==> src/rtl/i2c_cfg_pkg.sv <==
package i2c_cfg_pkg;

  // Width of the byte position counters; supports up to 2**IDX_W-2 registers.
  localparam int IDX_W  = 4;
  localparam int BYTE_W = 8;

  // Strobes from the bus control to the register datapath.
  typedef struct packed {
    logic              wrEn;
    logic [IDX_W-1:0]  wrIdx;
    logic [BYTE_W-1:0] wrData;
    logic [IDX_W-1:0]  rdIdx;   // 0 = byte count, k = register k-1
  } regStrobe_t;

endpackage

==> src/rtl/i2c_line_filter.sv <==
module i2c_line_filter #(
  parameter int FILT_LEN = 3
) (
  input  logic clk,
  input  logic rstN,
  input  logic lineIn,
  output logic lineOut
);
  localparam int CNT_W = (FILT_LEN < 2) ? 1 : $clog2(FILT_LEN + 1);
  localparam logic [CNT_W-1:0] CNT_LAST = CNT_W'(FILT_LEN - 1);

  logic [1:0]       syncQ;
  logic [CNT_W-1:0] runCnt;

  // Two-stage synchroniser, then the output follows only a level held FILT_LEN clocks.
  always_ff @(posedge clk or negedge rstN) begin
    if (!rstN) begin
      syncQ   <= 2'b11;
      lineOut <= 1'b1;
      runCnt  <= '0;
    end else begin
      syncQ <= {syncQ[0], lineIn};
      if (syncQ[1] == lineOut) begin
        runCnt <= '0;
      end else if (runCnt == CNT_LAST) begin
        lineOut <= syncQ[1];
        runCnt  <= '0;
      end else begin
        runCnt <= runCnt + 1'b1;
      end
    end
  end
endmodule

==> src/rtl/i2c_cfg_ctrl.sv <==
module i2c_cfg_ctrl
  import i2c_cfg_pkg::*;
#(
  parameter logic [6:0] DEV_ADDR = 7'h69
) (
  input  logic             clk,
  input  logic             rstN,
  input  logic             sclF,
  input  logic             sdaF,
  input  logic [BYTE_W-1:0] rdByte,
  output regStrobe_t       strb,
  output logic             sdaLow
);
  localparam logic [IDX_W-1:0] IDX_MAX = '1;

  typedef enum logic [2:0] {ST_IDLE, ST_RX, ST_RX_ACK, ST_TX, ST_TX_ACK} busState_t;

  busState_t        state;
  logic             sclPrev, sdaPrev;
  logic             sclRise, sclFall, startDet, stopDet;
  logic [7:0]       shReg;
  logic [6:0]       txSh;
  logic [3:0]       bitCnt;
  logic             addrPhase, isRead, hostAck;
  logic [1:0]       hdrLeft;
  logic [IDX_W-1:0] dataIdx, txIdx;
  logic             wrEnQ;
  logic [IDX_W-1:0] wrIdxQ;
  logic [7:0]       wrDataQ;

  assign sclRise  =  sclF & ~sclPrev;
  assign sclFall  = ~sclF &  sclPrev;
  assign startDet =  sclF &  sclPrev &  sdaPrev & ~sdaF;
  assign stopDet  =  sclF &  sclPrev & ~sdaPrev &  sdaF;

  assign strb.wrEn   = wrEnQ;
  assign strb.wrIdx  = wrIdxQ;
  assign strb.wrData = wrDataQ;
  assign strb.rdIdx  = txIdx;

  always_ff @(posedge clk or negedge rstN) begin
    if (!rstN) begin
      state     <= ST_IDLE;
      sclPrev   <= 1'b1;
      sdaPrev   <= 1'b1;
      shReg     <= '0;
      txSh      <= '0;
      bitCnt    <= '0;
      addrPhase <= 1'b0;
      isRead    <= 1'b0;
      hostAck   <= 1'b0;
      hdrLeft   <= '0;
      dataIdx   <= '0;
      txIdx     <= '0;
      wrEnQ     <= 1'b0;
      wrIdxQ    <= '0;
      wrDataQ   <= '0;
      sdaLow    <= 1'b0;
    end else begin
      sclPrev <= sclF;
      sdaPrev <= sdaF;
      wrEnQ   <= 1'b0;
      if (startDet) begin
        state     <= ST_RX;
        bitCnt    <= '0;
        addrPhase <= 1'b1;
        sdaLow    <= 1'b0;
      end else if (stopDet) begin
        state  <= ST_IDLE;
        sdaLow <= 1'b0;
      end else begin
        case (state)
          ST_RX: begin
            if (sclRise) begin
              shReg  <= {shReg[6:0], sdaF};
              bitCnt <= bitCnt + 4'd1;
            end else if (sclFall && bitCnt == 4'd8) begin
              if (addrPhase) begin
                if (shReg[7:1] == DEV_ADDR) begin
                  isRead    <= shReg[0];
                  addrPhase <= 1'b0;
                  hdrLeft   <= 2'd2;
                  dataIdx   <= '0;
                  txIdx     <= '0;
                  sdaLow    <= 1'b1;
                  state     <= ST_RX_ACK;
                end else begin
                  state <= ST_IDLE;
                end
              end else begin
                sdaLow <= 1'b1;
                state  <= ST_RX_ACK;
                if (hdrLeft != 2'd0) begin
                  hdrLeft <= hdrLeft - 2'd1;
                end else begin
                  wrEnQ   <= 1'b1;
                  wrIdxQ  <= dataIdx;
                  wrDataQ <= shReg;
                  if (dataIdx != IDX_MAX) dataIdx <= dataIdx + 1'b1;
                end
              end
            end
          end
          ST_RX_ACK: begin
            if (sclFall) begin
              bitCnt <= '0;
              if (isRead) begin
                txSh   <= rdByte[6:0];
                sdaLow <= ~rdByte[7];
                if (txIdx != IDX_MAX) txIdx <= txIdx + 1'b1;
                state  <= ST_TX;
              end else begin
                sdaLow <= 1'b0;
                state  <= ST_RX;
              end
            end
          end
          ST_TX: begin
            if (sclFall) begin
              if (bitCnt == 4'd7) begin
                sdaLow <= 1'b0;
                state  <= ST_TX_ACK;
              end else begin
                sdaLow <= ~txSh[6];
                txSh   <= {txSh[5:0], 1'b0};
                bitCnt <= bitCnt + 4'd1;
              end
            end
          end
          ST_TX_ACK: begin
            if (sclRise) begin
              hostAck <= ~sdaF;
            end else if (sclFall) begin
              if (hostAck) begin
                bitCnt <= '0;
                txSh   <= rdByte[6:0];
                sdaLow <= ~rdByte[7];
                if (txIdx != IDX_MAX) txIdx <= txIdx + 1'b1;
                state  <= ST_TX;
              end else begin
                state <= ST_IDLE;
              end
            end
          end
          default: ;
        endcase
      end
    end
  end

  // the slave may only move SDA while the filtered clock is low.
  p_drive_scl_low_r1: assert property (@(posedge clk) disable iff (!rstN)
    (sdaLow != $past(sdaLow)) |-> !sclF);

  // once idle (for example after a host no-acknowledge) SDA is released.
  p_idle_release_r6: assert property (@(posedge clk) disable iff (!rstN)
    (state == ST_IDLE) |-> !sdaLow);

endmodule

==> src/rtl/i2c_cfg_regs.sv <==
module i2c_cfg_regs
  import i2c_cfg_pkg::*;
#(
  parameter int NUM_BYTES = 6
) (
  input  logic                   clk,
  input  logic                   rstN,
  input  regStrobe_t             strb,
  input  logic [2:0]             strapFs,
  output logic [BYTE_W-1:0]      rdByte,
  output logic [NUM_BYTES*8-1:0] cfgRegs,
  output logic [2:0]             freqSel,
  output logic                   spreadEn,
  output logic                   outTristate,
  output logic [1:0]             spreadMode
);
  localparam logic [IDX_W-1:0] LIMIT_IDX = IDX_W'(NUM_BYTES);

  logic [NUM_BYTES-1:0][7:0] regQ;
  logic [2:0]                strapQ;
  logic                      strapDone;
  logic [7:0]                ctlByte;

  function automatic logic [7:0] resetVal(int k);
    return (k == 0) ? 8'h10 : 8'hFF;
  endfunction

  always_ff @(posedge clk or negedge rstN) begin
    if (!rstN) begin
      for (int k = 0; k < NUM_BYTES; k++) regQ[k] <= resetVal(k);
    end else if (strb.wrEn) begin
      for (int k = 0; k < NUM_BYTES; k++)
        if (strb.wrIdx == IDX_W'(k)) regQ[k] <= strb.wrData;
    end
  end

  // Strap pins are captured once, on the first clock after reset release.
  always_ff @(posedge clk or negedge rstN) begin
    if (!rstN) begin
      strapQ    <= '0;
      strapDone <= 1'b0;
    end else if (!strapDone) begin
      strapQ    <= strapFs;
      strapDone <= 1'b1;
    end
  end

  always_comb begin
    rdByte = 8'hFF;
    if (strb.rdIdx == '0) rdByte = 8'(NUM_BYTES);
    for (int k = 0; k < NUM_BYTES; k++)
      if (strb.rdIdx == IDX_W'(k + 1)) rdByte = regQ[k];
  end

  generate
    for (genvar g = 0; g < NUM_BYTES; g++) begin : g_flat
      assign cfgRegs[g*8 +: 8] = regQ[g];
    end
  endgenerate

  assign ctlByte     = regQ[0];
  assign freqSel     = ctlByte[3] ? ctlByte[6:4] : strapQ;
  assign spreadEn    = ctlByte[1];
  assign outTristate = ctlByte[0];
  assign spreadMode  = {ctlByte[7], ctlByte[2]};

  // a write strobe past the last register leaves every register unchanged.
  p_extra_ignored_r5: assert property (@(posedge clk) disable iff (!rstN)
    (strb.wrEn && strb.wrIdx >= LIMIT_IDX) |=> $stable(regQ));

  // after capture the strap copy never moves.
  p_strap_hold_r8: assert property (@(posedge clk) disable iff (!rstN)
    (strapDone && $past(strapDone)) |-> $stable(strapQ));

endmodule

==> src/rtl/i2c_cfg_slave.sv <==
module i2c_cfg_slave
  import i2c_cfg_pkg::*;
#(
  parameter int         NUM_BYTES = 6,
  parameter int         FILT_LEN  = 3,
  parameter logic [6:0] DEV_ADDR  = 7'h69
) (
  input  logic                   clk,
  input  logic                   rstN,
  input  logic                   sclIn,
  input  logic                   sdaIn,
  input  logic [2:0]             strapFs,
  output logic                   sdaDriveLow,
  output logic [NUM_BYTES*8-1:0] cfgRegs,
  output logic [2:0]             freqSel,
  output logic                   spreadEn,
  output logic                   outTristate,
  output logic [1:0]             spreadMode
);
  logic [1:0]  rawLines, filtLines;
  regStrobe_t  strb;
  logic [7:0]  rdByte;

  assign rawLines = {sclIn, sdaIn};

  generate
    for (genvar i = 0; i < 2; i++) begin : g_filt
      i2c_line_filter #(.FILT_LEN(FILT_LEN)) u_filt (
        .clk     (clk),
        .rstN    (rstN),
        .lineIn  (rawLines[i]),
        .lineOut (filtLines[i])
      );
    end
  endgenerate

  i2c_cfg_ctrl #(.DEV_ADDR(DEV_ADDR)) u_ctrl (
    .clk    (clk),
    .rstN   (rstN),
    .sclF   (filtLines[1]),
    .sdaF   (filtLines[0]),
    .rdByte (rdByte),
    .strb   (strb),
    .sdaLow (sdaDriveLow)
  );

  i2c_cfg_regs #(.NUM_BYTES(NUM_BYTES)) u_regs (
    .clk         (clk),
    .rstN        (rstN),
    .strb        (strb),
    .strapFs     (strapFs),
    .rdByte      (rdByte),
    .cfgRegs     (cfgRegs),
    .freqSel     (freqSel),
    .spreadEn    (spreadEn),
    .outTristate (outTristate),
    .spreadMode  (spreadMode)
  );
endmodule

==> config.mk <==
export PLATFORM = sky130hd
export DESIGN_NAME = i2c_cfg_slave
export DESIGN_NICKNAME = d
export VERILOG_FILES = /design/src/rtl/i2c_cfg_pkg.sv /design/src/rtl/i2c_line_filter.sv /design/src/rtl/i2c_cfg_ctrl.sv /design/src/rtl/i2c_cfg_regs.sv /design/src/rtl/i2c_cfg_slave.sv
export SDC_FILE = /design/constraint.sdc
export NUM_CORES = 1
export LEC_CHECK = 0
export ABC_AREA = 1
export BUFFER_PORTS_ARGS = -buffer_cell sky130_fd_sc_hd__buf_2
export CORE_AREA = 10 10 103 123
export CTS_BUF_LIST = sky130_fd_sc_hd__clkbuf_4 sky130_fd_sc_hd__clkbuf_8 sky130_fd_sc_hd__clkbuf_16
export CTS_CLUSTER_SIZE = 24
export DETAILED_ROUTE_END_ITERATION = 8
export DIE_AREA = 0 0 113 133
export GPL_TIMING_DRIVEN = 0
export PLACE_DENSITY = 0.74
export SETUP_SLACK_MARGIN = 0.15
export SYNTH_ARGS = -nofsm -noshare
export SYNTH_HDL_FRONTEND = slang
export SYNTH_SLANG_ARGS = --single-unit
==> constraint.sdc <==
create_clock -name clk -period 2.2 [get_ports clk]
set_input_delay 0.33 -clock clk [delete_from_list [all_inputs] [get_ports clk]]
set_output_delay 0.33 -clock clk [all_outputs]
set_load 0.005 [all_outputs]
Yosys cells after proc, flatten, opt, wreduce, memory -nomap -nowiden
Index checks and enable logic that the tools add are counted.
{"block": "totals", "ram_bits": 0, "rom_bits": 0, "in_bits": 7, "out_inout_bits": 56, "memories": 0, "latch_bits": 0, "register_bits": 113, "word_cells": 232}
{"block": "classes", "div_mod_pow": 0, "addsub": 6, "n_shift": 0, "n_eq_ne": 55, "n_reduce_logical": 32, "muxes": 89, "magnitude_cmp": 0, "bitwise_logic": 20, "n_mul": 0}
{"op": "two-way mux 4 bit", "n": 22}
{"op": "two-way mux 8 bit", "n": 7}
{"op": "two-way mux 7 bit", "n": 7}
{"op": "two-way mux 3 bit", "n": 10}
{"op": "two-way mux 1 bit", "n": 27}
{"op": "== test 4 x 3 -> 1 bit (second input constant)", "n": 6}
{"op": "!= test 4 x 1 -> 1 bit (second input constant)", "n": 6}
{"op": "two-way mux 2 bit", "n": 11}
{"op": "one-hot mux 7 bit (3 select lines)", "n": 1}
{"op": "AND reduction 7 bit", "n": 3}
{"op": "!= test 2 x 1 -> 1 bit (second input constant)", "n": 10}
{"op": "AND reduction 9 bit", "n": 2}
{"op": "== test 4 x 2 -> 1 bit (second input constant)", "n": 4}
{"op": "!= test 4 bit (second input constant)", "n": 4}
{"op": "one-hot mux 4 bit (4 select lines)", "n": 1}
{"op": "AND reduction 2 bit", "n": 8}
{"op": "AND reduction 8 bit", "n": 2}
{"op": "!= test 3 x 1 -> 1 bit (second input constant)", "n": 5}
{"op": "inverter 1 bit", "n": 13}
{"op": "adder 4 x 1 -> 4 bit (second input constant)", "n": 3}
{"op": "one-hot mux 3 bit (4 select lines)", "n": 1}
{"op": "one-hot mux 4 bit (3 select lines)", "n": 1}
{"op": "AND reduction 12 bit", "n": 1}
{"op": "AND reduction 4 bit", "n": 3}
{"op": "other kinds (23)", "n": 44}

Depth between registers and ports, before layout
Gate-level depths: netlist of the first run.
{"block": "depth", "depth_word": 15, "mapped_depth": 15, "mapped_depth_nobuf": 14}

Modules after synthesis
From an unflattened synthesis of the first run, not the netlist that was laid out.
{"block": "unflattened", "hier_cells": 736, "area_unflattened_um2": 6044.5}
{"mod": "i2c_cfg_ctrl", "area_per_inst_um2": 2919.0, "instances": 1, "cells_each": 373, "seq_area_each_um2": 1278.7}
{"mod": "i2c_cfg_regs", "area_per_inst_um2": 2745.1, "instances": 1, "cells_each": 321, "seq_area_each_um2": 1352.5}
{"mod": "i2c_line_filter", "area_per_inst_um2": 190.2, "instances": 2, "cells_each": 21, "seq_area_each_um2": 128.9}

Least setup slack after synthesis of the first run
OpenSTA, ideal clock, no wires.
{"block": "synth_timing", "kind": "register -> register", "start": "register g_filt[1].u_filt.lineOut", "end": "register u_ctrl.txSh[4]", "path_slack_ps": 597, "setup_time_ps": 116, "path_buffers": 1, "period_less_slack_ps": 1603, "path_stages_with_launch": 12, "required_ps": 2084, "arrival_ps": 1486, "path_cell_list": "dfstp_2 > nand2_1 > inv_1 > nand3_1 > nand2_1 > nor2_1 > and2_1 > nand2_2 > buf_6 > nor2_1 > nand2_1 > nand2_1"}
{"block": "synth_between", "elab_chain_cells": 5, "elab_cells_between_ends": 15, "classes_between": "eq/ne: 4; bitwise: 10; reduce/logical: 1"}
{"element": "start, declared", "line": "i2c_line_filter.sv:7", "text": "output logic lineOut"}
{"element": "start signal, assigned", "line": "i2c_line_filter.sv:26", "text": "lineOut <= syncQ[1];"}
{"element": "bitwise AND 1 bit", "line": "i2c_cfg_ctrl.sv:33, i2c_cfg_ctrl.sv:34"}
{"element": "bitwise AND 1 bit, on equally long branches (2 in series)", "line": "i2c_cfg_ctrl.sv:33, i2c_cfg_ctrl.sv:34"}
{"element": "inverter 1 bit (no line)"}
{"element": "AND reduction 10 bit (no line) (*)"}
{"element": "end signal, assigned", "line": "i2c_cfg_ctrl.sv:108", "text": "txSh <= rdByte[6:0];"}
{"element": "end signal, assigned", "line": "i2c_cfg_ctrl.sv:125", "text": "txSh <= {txSh[5:0], 1'b0};"}
{"element": "end signal, assigned", "line": "i2c_cfg_ctrl.sv:136", "text": "txSh <= rdByte[6:0];"}
{"element": "end, declared", "line": "i2c_cfg_ctrl.sv:22", "text": "logic [6:0] txSh;"}
Mark *: on every way between the ends. The rest lies on a longest branch, timed or not.
A chain may end at the register's enable or synchronous reset.

Final worst setup path of the first run
{"block": "layout_timing", "start": "register u_ctrl.txIdx[0]", "end": "register u_ctrl.sdaLow"}
{"block": "layout_between", "elab_chain_cells": 15, "elab_cells_between_ends": 23, "classes_between": "eq/ne: 6; mux: 15; bitwise: 1; reduce/logical: 1"}
{"element": "start, declared", "line": "i2c_cfg_ctrl.sv:26", "text": "logic [IDX_W-1:0] dataIdx, txIdx;"}
{"element": "start signal, assigned", "line": "i2c_cfg_ctrl.sv:110", "text": "if (txIdx != IDX_MAX) txIdx <= txIdx + 1'b1;"}
{"element": "start signal, assigned", "line": "i2c_cfg_ctrl.sv:138", "text": "if (txIdx != IDX_MAX) txIdx <= txIdx + 1'b1;"}
{"element": "zero test 4 bit", "line": "i2c_cfg_regs.sv:50", "text": "if (strb.rdIdx == '0) rdByte = 8'(NUM_BYTES);"}
{"element": "two-way mux 8 bit", "line": "i2c_cfg_regs.sv:50"}
{"element": "two-way mux 8 bit (5 in series)", "line": "i2c_cfg_regs.sv:52", "text": "if (strb.rdIdx == IDX_W'(k + 1)) rdByte = regQ[k];"}
{"element": "two-way mux 8 bit (*)", "line": "i2c_cfg_regs.sv:52"}
{"element": "inverter 1 bit (*)", "line": "i2c_cfg_ctrl.sv:109, i2c_cfg_ctrl.sv:137"}
{"element": "two-way mux 1 bit", "line": "i2c_cfg_ctrl.sv:134", "text": "if (hostAck) begin"}
{"element": "two-way mux 1 bit", "line": "i2c_cfg_ctrl.sv:133", "text": "end else if (sclFall) begin"}
{"element": "two-way mux 1 bit", "line": "i2c_cfg_ctrl.sv:131", "text": "if (sclRise) begin"}
{"element": "one-hot mux 1 bit (4 select lines) (*)", "line": "i2c_cfg_ctrl.sv:72", "text": "case (state)"}
{"element": "two-way mux 1 bit (*)", "line": "i2c_cfg_ctrl.sv:68", "text": "end else if (stopDet) begin"}
{"element": "two-way mux 1 bit (*)", "line": "i2c_cfg_ctrl.sv:63", "text": "if (startDet) begin"}
{"element": "end signal, assigned", "line": "i2c_cfg_ctrl.sv:109", "text": "sdaLow <= ~rdByte[7];"}
{"element": "end signal, assigned", "line": "i2c_cfg_ctrl.sv:124", "text": "sdaLow <= ~txSh[6];"}
{"element": "end signal, assigned", "line": "i2c_cfg_ctrl.sv:137", "text": "sdaLow <= ~rdByte[7];"}
{"element": "end, declared", "line": "i2c_cfg_ctrl.sv:12", "text": "output logic sdaLow"}
Mark *: on every way between the ends. The rest lies on a longest branch, timed or not. The select of a mux whose other input is x is not followed.

==> flow_summary.json, run 1 <==
{
  "finalClockSkew_ps": 5.800,
  "overflow": 0,
  "die_h_um": 133,
  "synth_common_cells": "nand2_1 (188), o21ai_0 (79), inv_1 (73), dfrtp_1 (64), nor2_1 (62)",
  "cts_buffer_depth": 2,
  "n_antenna_cell": 0,
  "hpwl_um": 10440,
  "hold_class": "in2reg",
  "fin_crit_ps": 1934,
  "synth_top_cell_by_area": "dfrtp_1",
  "vias": 4906,
  "cts_setup_buffers": 0,
  "cp_max_fo": 9,
  "clk_pin_slew_ps": 50,
  "yosys_register_bits": 113,
  "syn_inst": 681,
  "clock_latency_ps": 410,
  "die_area_um2": 15030,
  "arrival_ps": 2230,
  "critical_path_buf_inv_count": 2,
  "top_layer": "met4",
  "cts_tree": "done",
  "cp.depth": 9,
  "drtPass1Iterations": 6,
  "critPathSlowestCell": "dfrtp_1",
  "critical_path.endpoint_type": "flop",
  "io_pins": 63,
  "final-seq-area_um2": 2889,
  "ir_drop_mv": 0.9180,
  "crit_top_cell": "nand2_1",
  "reg2regPathDepth": 9,
  "coreArea_um2": 10310,
  "dp.cells": 873,
  "fin_crit_sh": 0.8793,
  "cts.sinks": 113,
  "max_slew_margin": 0.6253,
  "final_cells": 906,
  "p_leak_nw": 3.278,
  "io_buffers": 62,
  "die_w_um": 113,
  "met1_length_um": 5986,
  "routabilityCongestion": 0.8913,
  "ys_async_sr_fraction": 1.000,
  "clock-root-buffer": "clkbuf_16",
  "synth.avg_cell_area_um2": 8.115,
  "min_path_cells": 1,
  "tns_ps": 0,
  "ys_warn_count": 0,
  "worstMarginPinSlew_ps": 562.1,
  "slowest_delay_ps": 420,
  "pwr_density_cell_nw_per_um2": 1153,
  "grt_max_degree": 72,
  "status": "finished, final reports clean",
  "drive_gt1_frac": 0.2484,
  "initialDrtViolationCount": 434,
  "multi_input_area_um2": 2216,
  "ys_top_cells_by_area": "dfrtp_1 (29%), dfstp_2 (23%), nand2_1 (13%), o21ai_0 (7.2%), inv_1 (5.0%)",
  "cts_buffers": 17,
  "slew_violations": 0,
  "setup_violations": 0,
  "nNetsFinal": 779,
  "grtUsageTotal": 0.1940,
  "wl_met3_um": 1072,
  "finalHoldViolCount": 0,
  "met2_length_um": 7178,
  "yosys.cell_types.count": 38,
  "wl_per_cell_um": 16.01,
  "viasPerCell": 5.415,
  "post-synth-top-count-cell": "nand2_1",
  "core.rowCount": 41,
  "drv_cap": 0,
  "cts-htree-levels": 4,
  "drtAntennaViolNets": 0,
  "crit_family": "simple AND/OR/NAND/NOR gates",
  "power_mw": 7.824,
  "synthFlopType": "dfrtp_1",
  "start_util": 0.5360,
  "syn-cell-area_um2": 5527,
  "pre_cts_ws_ps": 317.2,
  "synthToLayoutAreaGrowth_pct": 22.75,
  "wirelength_um": 14500,
  "remaining_drc_errors": 0,
  "grt_pass1_vias": 4814,
  "yosysSeqAreaShare": 0.5228,
  "antenna_found_initial": 0,
  "synth_fp_nets": 696,
  "worst_ep_required_time_ps": 2500,
  "fin_hold_ws_ps": 14.03,
  "max_clock_freq_mhz": 516.9,
  "cp_cell_sequence": "inv_1, ha_1, nand3_1, inv_1, a21oi_1, nand2_1, nand2_1, nand2_1, nand2_1",
  "worstSetupStartpointType": "flop",
  "fillers": 861,
  "synth_edf_count": 0,
  "finalWorstSetupSlack_ps": 265.5,
  "grt_first_pass_wirelength_um": 23850,
  "synth_top_area_share": 0.2898,
  "path_class": "reg2reg",
  "rsz0062_at_grt": "yes",
  "r2r_slack_ps": 270
}
==> kinds of logic (layout without fill, tap and decap cells) <==
kind of cell             count (synthesis)  after routing  share of synthesized area
AND/OR/NAND/NOR                        325            325                     0.2529
other                                    1              1                  0.0006785
AO/OA/AOI/OAI                          123            123                     0.1173
multiplexers                             1              1                   0.002037
buffers and inverters                  104            200                    0.07675
XOR/XNOR                                 6              6                   0.009510
adder cells (fa/ha/maj)                  8              8                    0.01811
flip-flops                             113            113                     0.5228
==> placed cells by master, fill, tap and decap left out, drive strengths merged, types with 2 or more instances in the layout <==
| master | instances |
|---|---|
| nand2 | 192 |
| o21ai | 99 |
| inv | 85 |
| buf | 73 |
| nor2 | 69 |
| dfrtp | 64 |
| dfstp | 49 |
| nand3 | 31 |
| clkbuf | 27 |
| a21oi | 14 |
| nor3 | 11 |
| nand4 | 10 |
| bufinv | 9 |
| or2 | 8 |
| ha | 8 |
| clkinvlp | 4 |
| o211ai | 4 |
| xor2 | 3 |
| o31ai | 3 |
| xnor2 | 3 |
| a31oi | 2 |
==> per-stage QoR <==
stage / utilization / instance area, um2
3_5_place_dp: 0.5846 / 6028
4_1_cts: 0.6576 / 6780
3_3_place_gp: 0.5817 / 5998
2_1_floorplan: - / 5527
6_report: 0.6579 / 6784
5_1_grt: 0.6579 / 6784
==> routing by layer <==
| layer | track usage | vias to the layer above |
|---|---|---|
| li1 | - | 2334 |
| met1 | 0.2396 | 2360 |
| met2 | 0.3205 | 188 |
| met3 | 0.04613 | 24 |
| met4 | 0.07062 | 0 |
| met5 | 0 | - |
==> area by class of cell <==
type | count | area share
timing repair buffer | 64 | 0.05164
multi-input combinational | 464 | 0.3266
sequential | 113 | 0.4259
inverter | 85 | 0.04703
tap | 129 | 0.02379
buffer | 19 | 0.01568
clock inverter | 14 | 0.04556
clock buffer | 18 | 0.06381
==> timing repair <==
| action | CTS | global route |
|---|---|---|
| endpoints found under the hold margin | 18 | 0 |
| hold buffers | 1 | 0 |
| resized for setup | 0 | 3 |
| endpoints found under the setup margin | 0 | 6 |
==> state kept, by name, indices dropped and copies added (netlist names), 7 cells and up <==
name	flops
u_ctrl.txSh	7
u_regs.ctlByte	8
u_regs.cfgRegs	40
u_ctrl.wrDataQ	8
u_ctrl.shReg	8
==> worst register-to-register path, stage by stage, from the launching register on <==
cell and delay [ps]:
dfrtp_1 420, inv_1 120, ha_1 230, nand3_1 300, inv_1 330, a21oi_1 120
nand2_1 120, nand2_1 80, nand2_1 60, nand2_1 50
==> final timing paths <==
| kind | start | end |
|---|---|---|
| setup / recovery | u_ctrl.txIdx[0] | u_ctrl.sdaLow |
| hold / removal | sdaIn | g_filt[0].u_filt.syncQ[0] |
| setup reg to reg | u_ctrl.txIdx[0] | u_ctrl.sdaLow |
| hold reg to reg | g_filt[1].u_filt.syncQ[0] | g_filt[1].u_filt.syncQ[1] |
| max in group asynchronous | rstN | g_filt[1].u_filt.lineOut |
| min in group asynchronous | rstN | u_ctrl.wrIdxQ[1] |
==> where the power goes <==
part | total (mW) | leakage, nW | internal (mW) | switching (mW)
Sequential | 2.60 | 1.36 | 2.38 | 0.215
Combinational | 1.77 | 1.57 | 0.577 | 1.19
Clock | 3.45 | 0.346 | 2.48 | 0.975
Total | 7.82 | 3.28 | 5.44 | 2.38
No activity file was read; power rests on OpenSTA's default activity.
==> run 2, diff against run 1 <==
--- a/config.mk
+++ b/config.mk
@@ -14,7 +14,7 @@
 export DIE_AREA = 0 0 113 133
 export GPL_TIMING_DRIVEN = 0
 export PLACE_DENSITY = 0.74
-export SETUP_SLACK_MARGIN = 0.15
+export SETUP_SLACK_MARGIN = 0.5
 export SYNTH_ARGS = -nofsm -noshare
 export SYNTH_HDL_FRONTEND = slang
 export SYNTH_SLANG_ARGS = --single-unit
==> constraint.sdc (replaced) <==
create_clock -name clk -period 2.2 [get_ports clk]
set_input_delay 0.33 -clock clk [delete_from_list [all_inputs] [get_ports clk]]
set_output_delay 0.33 -clock clk [all_outputs]
set_load 0.02 [all_outputs]
==> run 2 against run 1 <==
  * Fmax grew 11%
  * Design area grew 7.7%
  * Critical path depth is the same
  * Setup slack gained 200 ps
  * Combinational power grew 34%
  * Critical path type unchanged
  * Largest power group unchanged
  * Core utilization grew 5.1 points
  * Critical endpoint is now u_ctrl.txIdx[3]
==> flow_summary.json, run 2 (same netlist as run 1, synthesis figures left out) <==
{
  "slew_violations": 0,
  "final_cells": 931,
  "r2r_slack_ps": 460,
  "cts_buffer_depth": 2,
  "grt_use_met3": 0.04613,
  "wl_per_cell_um": 17.19,
  "ir_drop_mv": 0.8377,
  "drive_gt1_frac": 0.3392,
  "clock_latency_ps": 420,
  "clock-root-buffer": "clkbuf_16",
  "wirelength_um": 16010,
  "n_antenna_cell": 0,
  "busiest_layer": "met2",
  "cts_buffers": 17,
  "grt_max_degree": 72,
  "die_w_um": 113,
  "drtAntennaViolNets": 0,
  "path_class": "reg2reg",
  "fillers": 753,
  "worstSetupStartpointType": "flop",
  "worst_ep_required_time_ps": 2530,
  "routabilityCongestion": 0.8913,
  "nNetsFinal": 804,
  "io_pins": 63,
  "grt_first_pass_wirelength_um": 24320,
  "synthToLayoutAreaGrowth_pct": 32.26,
  "die_area_um2": 15030,
  "core.rowCount": 41,
  "dp.cells": 873,
  "vias": 5143,
  "antenna_found_initial": 0,
  "max_clock_freq_mhz": 576.3,
  "slowest_delay_ps": 580,
  "p_leak_nw": 3.444,
  "overflow": 0,
  "max_slew_margin": 0.6211,
  "final_common_cell": "nand2_1",
  "critical_path.endpoint_type": "flop",
  "setup_violations": 0,
  "pwr_density_cell_nw_per_um2": 1156,
  "critPathSlowestCell": "dfstp_2",
  "hold_class": "in2reg",
  "grt_use_met2": 0.3324,
  "worstMarginPinSlew_ps": 568.4,
  "cp_cell_sequence": "nand2_4, inv_4, a21oi_2, nor2_2, and2_4, nand2_2, nor2_4, nand2_1, o21ai_1",
  "die_h_um": 133,
  "finalClockSkew_ps": 5.522,
  "cp_max_fo": 8,
  "pre_cts_ws_ps": 317.2,
  "start_util": 0.5360,
  "power_mw": 8.453,
  "status": "finished, final reports clean",
  "grt_pass1_vias": 4925,
  "cts-htree-levels": 4,
  "viasPerCell": 5.524,
  "cts.sinks": 113,
  "arrival_ps": 2070,
  "finalWorstSetupSlack_ps": 464.8,
  "fin_crit_sh": 0.7887,
  "drv_cap": 0,
  "hpwl_um": 10440,
  "cts_tree": "done",
  "grtUsageTotal": 0.1980,
  "io_buffers": 62,
  "initialDrtViolationCount": 503,
  "fin_crit_ps": 1735,
  "clk_pin_slew_ps": 50,
  "finalHoldViolCount": 0,
  "final_util": 0.7089,
  "grtUsageMet1": 0.2414,
  "coreArea_um2": 10310,
  "rsz0062_at_grt": "yes",
  "remaining_drc_errors": 0,
  "drtPass1Iterations": 8,
  "largest_reg_flops": 40,
  "crit_family": "simple AND/OR/NAND/NOR gates",
  "critical_path_buf_inv_count": 1,
  "final_cell_mix": "nand2_1 (173), o21ai_0 (76), inv_1 (65)"
}
[run 2: changes by cell type in the layout (fill, tap and decap cells not counted), sizes merged]
cell	previous run	this run
buf	73	99
clkbuf	27	26
clkinvlp	4	5
inv	85	84
[run 2: final timing paths]
| path | startpoint | to | cells past startpoint |
|---|---|---|---|
| min in group asynchronous | rstN | u_ctrl.wrIdxQ[0] | 2 |
| min | sdaIn | g_filt[0].u_filt.syncQ[0] | 1 |
| max reg2reg | u_ctrl.sclPrev | u_ctrl.txIdx[3] | 9 |
| max | u_ctrl.sclPrev | u_ctrl.txIdx[3] | 9 |
| max in group asynchronous | rstN | g_filt[1].u_filt.lineOut | 3 |
| min reg2reg | g_filt[1].u_filt.syncQ[0] | g_filt[1].u_filt.syncQ[1] | 0 |
[run 2: timing repair]
action                                  in CTS  in global routing
endpoints found under the setup margin      43                 40
gates cloned                                 0                  4
resized for setup                           30                 75
hold buffers                                 1                  0
pin swaps                                    3                 27
hold endpoints to repair                    18                  0
buffers inserted                             5                 16
[run 2: power by group]
group,leakage (nW),internal (mW),switching [mW]
Sequential,1.36,2.39,0.236
Combinational,1.74,0.865,1.50
Clock,0.346,2.48,0.986
[run 2: final cells by class]
class	instances	area [um2]	share of cell area
Buffer	19	135.1	0.01849
Inverter	85	340.3	0.04656
Clock inverter	14	309.0	0.04228
Multi-Input combinational cell	464	2487	0.3403
Clock buffer	18	432.9	0.05923
Timing Repair Buffer	89	551.8	0.07549
Sequential cell	113	2892	0.3956
Tap cell	129	161.4	0.02208
[run 2: through the flow]
step | TNS (ps) | instance area, um2 | hold slack [ps]
after global placement | -26070 | 5998 | 346.2
after floorplan | 0 | 5527 | 34.41
after detailed placement | 0 | 6028 | 348.2
final | 0 | 7310 | 11.73
after CTS | 0 | 6914 | 4.839
after global routing | 0 | 7310 | 3.745
[run 2: worst register-to-register path, cell delays in order, from the launching register on]
cell     delay (ps)
dfstp_2         580
nand2_4          90
inv_4            80
a21oi_2          60
nor2_2          150
and2_4          180
nand2_2          70
nor2_4          200
nand2_1         140
o21ai_1         110
[run 2: layer usage]
layer / wire length (um) / part of all wire
met1: 6410 / 0.40
met2: 7982 / 0.50
met3: 1105 / 0.069
met4: 511 / 0.032
met5: 0 / 0
